File: config.mk
export PLATFORM = sky130hd
export DESIGN_NAME = pn_selftest
export DESIGN_NICKNAME = d
export VERILOG_FILES = /design/src/rtl/pn_st_pkg.sv /design/src/rtl/pn_lfsr.sv /design/src/rtl/sig_crc.sv /design/src/rtl/chan_dp.sv /design/src/rtl/pn_selftest.sv
export SDC_FILE = /design/constraint.sdc
export NUM_CORES = 1
export LEC_CHECK = 0
export BUFFER_PORTS_ARGS = -buffer_cell sky130_fd_sc_hd__buf_2
export CAP_MARGIN = 30
export CORE_MARGIN = 10
export CORE_UTILIZATION = 37
export DETAILED_ROUTE_END_ITERATION = 8
export HOLD_SLACK_MARGIN = 0.12
export SYNTH_ARGS = -nofsm -noshare
export SYNTH_HDL_FRONTEND = slang
export SYNTH_SLANG_ARGS = --single-unit
File: constraint.sdc
create_clock -name clk -period 2.5 [get_ports clk]
set_input_delay 0.5 -clock clk [delete_from_list [all_inputs] [get_ports clk]]
set_output_delay 0.5 -clock clk [all_outputs]
set_load 0.01 [all_outputs]
File: src/rtl/pn_st_pkg.sv
package pn_st_pkg;
  localparam int unsigned WORD_W   = 10;
  localparam int unsigned NCH      = 2;
  localparam int unsigned LFSR_W   = 23;
  localparam int unsigned LFSR_TAP = 18;
  localparam int unsigned SIG_W    = 16;
  localparam logic [15:0] SIG_POLY = 16'h1021;
  localparam logic [15:0] SIG_SEED = 16'hFFFF;
  localparam int unsigned RUN_LEN  = 512;
  localparam logic [7:0]  CTRL_ADDR = 8'h0E;
  localparam logic [7:0]  STAT_ADDR = 8'h24;
  localparam int unsigned EN_BIT   = 0;
  localparam int unsigned INIT_BIT = 2;

  // Fold a word into the signature, MSB first.
  function automatic logic [SIG_W-1:0] sig_fold(input logic [SIG_W-1:0] c,
                                                input logic [NCH*WORD_W-1:0] d);
    logic [SIG_W-1:0] r;
    logic fb;
    r = c;
    for (int i = NCH*WORD_W-1; i >= 0; i--) begin
      fb = r[SIG_W-1] ^ d[i];
      r  = {r[SIG_W-2:0], 1'b0};
      if (fb) r = r ^ SIG_POLY[SIG_W-1:0];
    end
    return r;
  endfunction
endpackage

File: src/rtl/pn_lfsr.sv
module pn_lfsr #(
  parameter int unsigned W   = 23,
  parameter int unsigned TAP = 18
) (
  input  logic         clk,
  input  logic         rst,
  input  logic         seed_ld,
  input  logic         adv,
  output logic [W-1:0] state
);
  always_ff @(posedge clk) begin
    if (rst || seed_ld) state <= '1;
    else if (adv)       state <= {state[W-2:0], state[W-1] ^ state[TAP-1]};
  end
endmodule

File: src/rtl/sig_crc.sv
module sig_crc
  import pn_st_pkg::*;
(
  input  logic                    clk,
  input  logic                    rst,
  input  logic                    clr,
  input  logic                    en,
  input  logic [NCH*WORD_W-1:0]   din,
  output logic [SIG_W-1:0]        sig,
  output logic [SIG_W-1:0]        sig_next
);
  always_comb sig_next = sig_fold(sig, din);

  always_ff @(posedge clk) begin
    if (rst || clr) sig <= SIG_SEED[SIG_W-1:0];
    else if (en)    sig <= sig_next;
  end
endmodule

File: src/rtl/chan_dp.sv
module chan_dp #(
  parameter int unsigned W = 10
) (
  input  logic         clk,
  input  logic         rst,
  input  logic         sel_tst,
  input  logic [W-1:0] tst_word,
  input  logic [W-1:0] adc_word,
  output logic [W-1:0] dout
);
  always_ff @(posedge clk) begin
    if (rst) dout <= '0;
    else     dout <= sel_tst ? tst_word : adc_word;
  end
endmodule

File: src/rtl/pn_selftest.sv
module pn_selftest
  import pn_st_pkg::*;
#(
  parameter logic [15:0] EXPECT_SIG = 16'h0000
) (
  input  logic        clk,
  input  logic        rst,
  input  logic        cfg_we,
  input  logic [7:0]  cfg_waddr,
  input  logic [7:0]  cfg_wdata,
  input  logic [7:0]  cfg_raddr,
  output logic [7:0]  cfg_rdata,
  input  logic [9:0]  adc_a,
  input  logic [9:0]  adc_b,
  input  logic        adc_valid,
  output logic [9:0]  dout_a,
  output logic [9:0]  dout_b,
  output logic        dout_valid,
  output logic        busy
);
  localparam int unsigned CNT_W = $clog2(RUN_LEN) + 1;

  logic              busy_q, init_q, pass_q, tst_q, valid_q;
  logic [CNT_W-1:0]  cnt_q;
  logic              ctrl_wr, start, inj, finish;
  logic [LFSR_W-1:0] pn_state;
  logic [SIG_W-1:0]  sig, sig_next;
  logic [WORD_W-1:0] tst_w  [NCH];
  logic [WORD_W-1:0] adc_w  [NCH];
  logic [WORD_W-1:0] dout_w [NCH];

  always_comb begin
    ctrl_wr = cfg_we && (cfg_waddr == CTRL_ADDR) && !busy_q;
    start   = ctrl_wr && cfg_wdata[EN_BIT];
    inj     = busy_q && (cnt_q != CNT_W'(RUN_LEN));
    finish  = busy_q && tst_q && !inj;
  end

  pn_lfsr #(.W(LFSR_W), .TAP(LFSR_TAP)) u_lfsr (
    .clk(clk), .rst(rst),
    .seed_ld(start && cfg_wdata[INIT_BIT]),
    .adv(inj),
    .state(pn_state)
  );

  assign adc_w[0] = adc_a;
  assign adc_w[1] = adc_b;

  for (genvar ch = 0; ch < NCH; ch++) begin : g_ch
    if (ch == 0) begin : g_true
      assign tst_w[ch] = pn_state[WORD_W-1:0];
    end else begin : g_inv
      assign tst_w[ch] = ~pn_state[WORD_W-1:0];
    end
    chan_dp #(.W(WORD_W)) u_dp (
      .clk(clk), .rst(rst), .sel_tst(inj),
      .tst_word(tst_w[ch]), .adc_word(adc_w[ch]), .dout(dout_w[ch])
    );
  end

  sig_crc u_sig (
    .clk(clk), .rst(rst), .clr(start), .en(tst_q),
    .din({dout_w[0], dout_w[1]}),
    .sig(sig), .sig_next(sig_next)
  );

  always_ff @(posedge clk) begin
    if (rst) begin
      busy_q  <= 1'b0;
      init_q  <= 1'b0;
      pass_q  <= 1'b0;
      tst_q   <= 1'b0;
      valid_q <= 1'b0;
      cnt_q   <= '0;
    end else begin
      tst_q   <= inj;
      valid_q <= inj | adc_valid;
      if (ctrl_wr) init_q <= cfg_wdata[INIT_BIT];
      if (start) begin
        busy_q <= 1'b1;
        cnt_q  <= '0;
        pass_q <= 1'b0;
      end else begin
        if (inj) cnt_q <= cnt_q + 1'b1;
        if (finish) begin
          busy_q <= 1'b0;
          pass_q <= (sig_next == EXPECT_SIG[SIG_W-1:0]);
        end
      end
    end
  end

  always_comb begin
    cfg_rdata = '0;
    if (cfg_raddr == CTRL_ADDR) begin
      cfg_rdata[EN_BIT]   = busy_q;
      cfg_rdata[INIT_BIT] = init_q;
    end else if (cfg_raddr == STAT_ADDR) begin
      cfg_rdata[0] = pass_q;
    end
  end

  assign dout_a     = dout_w[0];
  assign dout_b     = dout_w[1];
  assign dout_valid = valid_q;
  assign busy       = busy_q;
endmodule

# Yosys cells after proc, flatten, opt, wreduce, memory -nomap -nowiden
# Index checks and enable logic that the tools add are counted.
# totals
input_bits	48
ff_bits	74
word_cells	99
output_inout_bits	30
# classes
bitwise	43
n_reduce_logical	14
n_addsub	1
mux	27
n_eq_ne	4
# ops
cell	count
$mux 13	20
$not 3->3	20
$xor 1x1->1	21
$mux 10	2
$eq 8x4->1 const B	2
$logic_not 16->1	1
$add 10x1->10 const B	1
$ne 10x10->1 const B	1
$not 10->10	1
$eq 8x6->1 const B	1
$logic_and 1x1->1	7
$mux 1	5
$logic_not 1->1	2
$logic_or 1x1->1	2
$reduce_bool 2->1	1
$reduce_or 2->1	1
$or 1x1->1	1

# Longest topological paths before layout
# logic_depth
word_depth	41
mapped_depth	8
ltp_nobuf	7

# By module
# Synthesis repeated with hierarchy kept, for this count alone.
# unflattened
cells_unflattened	363
area_unflattened_um2	3722.3
# by_module_without_submodules
module	area_each_um2	cells_per_inst	seq_area_each_um2	n_inst
sig_crc	1316.3	115	320.3	1
pn_lfsr	852.1	76	460.4	1
pn_selftest	848.3	108	300.3	1
chan_dp	352.8	32	200.2	2

# Worst setup path after synthesis
# Ideal clock, no wire load.
# synth_timing
kind	input to register
start	input cfg_waddr[5]
end	register pass_q
t_required_ns	2.376
arrival_ns	2.143
path_stages	7
setup_time_ns	0.124
slack_ns	0.233
n_path_buf	1
path_cell_list	or4b_2 nor4_1 or2_2 buf_2 nor3_1 o2111ai_1 o21ai_0
# synth_between
elab_chain_len	5
# synth_lines
element	line_no	text
start, declared	pn_selftest.sv:9	input logic [7:0] cfg_waddr,
$eq 8x4->1	pn_selftest.sv:33	ctrl_wr = cfg_we && (cfg_waddr == CTRL_ADDR) && !busy_q;
$logic_and 1x1->1 (2 in a row)	pn_selftest.sv:33	
$logic_and 1x1->1	pn_selftest.sv:34	start = ctrl_wr && cfg_wdata[EN_BIT];
$reduce_or 2->1 (no source line)	--	
end signal, assigned	pn_selftest.sv:87	pass_q <= (sig_next == EXPECT_SIG[SIG_W-1:0]);
end, declared	pn_selftest.sv:23	logic busy_q, init_q, pass_q, tst_q, valid_q;
# No other way between the ends.
# A chain may end at the register's enable or synchronous reset.

# Worst setup path after layout
# layout_timing
start	register u_sig.sig[15]
end	register u_sig.sig[5]
# layout_between
elab_chain_len	16
elab_cells_between_ends	26
cone_classes	17 x mux; 9 x bitwise
# layout_lines
element	line_no	text
start, declared	sig_crc.sv:9	output logic [SIG_W-1:0] sig,
start signal, assigned	sig_crc.sv:15	if (rst || clr) sig <= SIG_SEED[SIG_W-1:0];
start signal, assigned	sig_crc.sv:16	else if (en) sig <= sig_next;
$xor 1x1->1 (*)	pn_st_pkg.sv:22	fb = r[SIG_W-1] ^ d[i];
$mux 13 (*)	pn_st_pkg.sv:24	if (fb) r = r ^ SIG_POLY[SIG_W-1:0];
$xor 1x1->1 / $mux 13 (equally long branches)	pn_st_pkg.sv:22, pn_st_pkg.sv:24	
$mux 13 (*)	pn_st_pkg.sv:24	
$xor 1x1->1 / $mux 13 (equally long branches)	pn_st_pkg.sv:22, pn_st_pkg.sv:24	
$mux 13 (3 in a row)	pn_st_pkg.sv:24	
$mux 13 (*)	pn_st_pkg.sv:24	
$mux 13	pn_st_pkg.sv:24	
$mux 13 (tied with other cells)	pn_st_pkg.sv:24	
$mux 13	pn_st_pkg.sv:24	
$not 3->3 (no source line) / $xor 1x1->1 (equally long branches)	--	
$mux 13 (*)	pn_st_pkg.sv:24	
$xor 1x1->1 (*)	pn_st_pkg.sv:22	
$mux 13 (*)	pn_st_pkg.sv:24	
# Mark *: on every way between the ends. The rest lies on a longest branch, timed or not.

==> metrics.txt <==
Reg power frac 46.1%; initial antenna violation count 0; Tot GR Track Use ~13%; core area a little under 0.01 sq mm; r2r endpoint u_sig.sig[5]; synthesized area about 0.0036 sq mm; status finished clean; Initial Util 37.5%; Die ar. 0.0141 sq mm; worst hold path depth 3; Reg2Reg Depth 6; GR Overflow Total 0; Slew HR between 30% and 40%; Comb pwr share 19.2%; vias in the first global route 2868; CTS tree built; Post-synth ARST share 0%; worst endpoint required time 2.72 ns; nets@finish 522; first-pass GRT wire length about 14000 um; RSZ-0062 raised after global routing false; Chip Width 119 um; hold buffers post-CTS 0; Fin. Hold Viols 0; clock share of power 34.7%; Synth cell types 44; clock sink total 74; Worst Path Max Fanout 4; clock insertion delay at the later pin of the skew report 0.34 ns; uppermost routed layer met4; top cell type's share of synthesized area between 40% and 50%; PwrDens 612 mW/mm^2; crit path launch type register; post-cts gate resize count 0; first-pass detailed-route iteration total 4; Rows 36; area leader, netlist dfxtp_1; FILL cells 983; Final ANT Viol Nets 0; flop2flop setup slack 0.18 ns; CTS max path bufs 2; total chip power 2640 uW; net switching power 698 uW; Final Routed Wirelength 8800 um; sum of negative setup slack 0 ns; Met3 Wirelength 436 um; Avg WL per Cell 14.4 um; met2 WL approximately 4200 um; Cells after Synth 404; Placer Congestion 0.883; Max Cap Viol 0; crit path DAT between 2 and 3 ns; prevailing post-synth register cell dfxtp_1; clock skew 0.0177 ns; Final min period between 2 and 2.5 ns; Sw Ratio 26.5%; DR DRC count 0; # IOs ~80; CP endpoint kind register; Place WS 0.203 ns; Mapped Avg Cell Area 8.95 sq um; Clock Pin Slew Worst Setup and Hold Paths 0.07 ns; f_max 0.431 GHz; Worst Tran Pin Value between 1 and 1.5 ns; Leakage 0.00190 uW; Syn-to-layout area delta 19.2%; Seq. cell area 0.00148 sq mm; multi-input logic area between 0.002 and 0.0025 sq mm; fin. max-slew vios 0; Worst Hold Launch adc_valid; CTS Buf Count 9; Setup Viol. Count Final 0; Yosys reg bits 74; highest-count cells in the layout ignoring fill and taps dfxtp_1, nand2_1, buf_2, nor2_1, xnor2_1; vias per std cell 4.67; top cells by area, synth dfxtp_1, xnor2_1, nand2_1, xnor3_1, nor2_1; dpl hpwl 6870 um; fin crit share just over 90%; number of synthesized flops with an enable pin 0; crit path kind reg -> reg; Ys Warns 0; Hold Path End dout_valid; register area share after synthesis 41.0%; reg-to-reg startpoint u_sig.sig[15]; met1 WL 4050 um; Die Ht 119 um; buffer count from post-CTS setup fixing 0; diode count 0; clock root cell clkbuf_8; commonest non-fill, non-tap cell in the layout dfxtp_1; layout cells sized above 1 a little over a fifth; CTS H-tree depth 3; Hold/Removal Path Class in -> reg; Pint 1940 uW; Vias 2842; largest net degree at the start of global routing 57; Setup WS post-layout 0.182 ns; number of port buffers 65; initial DRC count between 150 and 200; VDD IR max 240 uV
## cells in the mapped netlist (3+ instances only)
| cell type | number |
|---|---|
| and3b_1 | 3 |
| o21ai_0 | 8 |
| nand4_1 | 5 |
| nand2_1 | 73 |
| nor4_1 | 3 |
| xor2_1 | 18 |
| xnor2_1 | 36 |
| dfxtp_1 | 74 |
| nor2_1 | 42 |
| buf_1 | 3 |
| a21oi_1 | 26 |
| xnor3_1 | 9 |
| nor3b_1 | 3 |
| clkbuf_1 | 16 |
| mux2i_1 | 7 |
| buf_4 | 6 |
| inv_1 | 3 |
| xor3_1 | 3 |
| a211o_1 | 4 |
| nand3_1 | 28 |
| nand2b_1 | 3 |
## registers in the layout, indices dropped and copies added (netlist names)
name	cells
init_q	1
g_ch.u_dp.dout	20
tst_q	1
dout_valid	1
u_sig.sig	16
u_lfsr.state	23
busy	1
pass_q	1
cnt_q	10
## cells by family (layout without fill, tap and decap cells)
logic type	Yosys count	count (layout)	share of synthesized area (%)
XOR/XNOR	71	71	23.4
other	1	6	0.104
multiplexers	7	7	1.94
flip-flops	74	74	41.0
adder cells (fa/ha/maj)	2	2	0.692
AND/OR/NAND/NOR	178	178	22.8
AO/OA/AOI/OAI	41	41	6.37
buffers and inverters	30	97	3.81
## worst max-delay path by stage
stage                   from           end  slack (ns)
2_1_floorplan   cfg_waddr[5]        pass_q        0.23
3_3_place_gp    cfg_waddr[5]        pass_q        0.27
3_5_place_dp   u_sig.sig[15]  u_sig.sig[5]        0.20
4_1_cts        u_sig.sig[15]  u_sig.sig[5]        0.17
5_1_grt        u_sig.sig[15]  u_sig.sig[5]        0.04
6_report       u_sig.sig[15]  u_sig.sig[5]        0.18
## power by group through the flow
| stage | clock, uW | sequential (uW) | combinational [uW] |
|---|---|---|---|
| finish | 916 | 1220 | 507 |
| floorplan | 0 | 1250 | 365 |
| global placement | 0 | 1240 | 501 |
| detailed placement | 0 | 1240 | 507 |
| global route | 978 | 1220 | 552 |
| CTS | 928 | 1220 | 509 |
## layout make-up
class / instances / share of cell area, %
Tap cell: 133 / 3.86
Multi-Input combinational cell: 305 / 46.8
Clock buffer: 10 / 3.19
Clock inverter: 5 / 1.28
Timing Repair Buffer: 79 / 10.3
Inverter: 3 / 0.261
Sequential cell: 74 / 34.4
## critical path: stages (launching register included)
cell	delay (ns)
dfxtp_1	0.35
xor2_2	0.21
xnor2_1	0.50
xor3_2	0.52
xnor2_2	0.18
xnor2_1	0.15
a211o_1	0.30
## layer usage
layer	global-route usage, %	vias up
met4	3.44	0
li1	-	1477
met2	20.9	57
met5	0	-
met1	15.8	1298
met3	3.31	10
## metrics by stage
step           instance area (sq um)  hold WS (ns)  utilization, %  cells
6_report                        4310         0.383            44.7    609
5_1_grt                         4310         0.391            44.7    609
4_1_cts                         4310         0.374            44.7    609
3_5_place_dp                    4120         0.451            42.7    594
3_3_place_gp                    4120         0.448            42.7    594
2_1_floorplan                   3630         0.435               -    409
No activity file was read; power rests on OpenSTA's default activity.
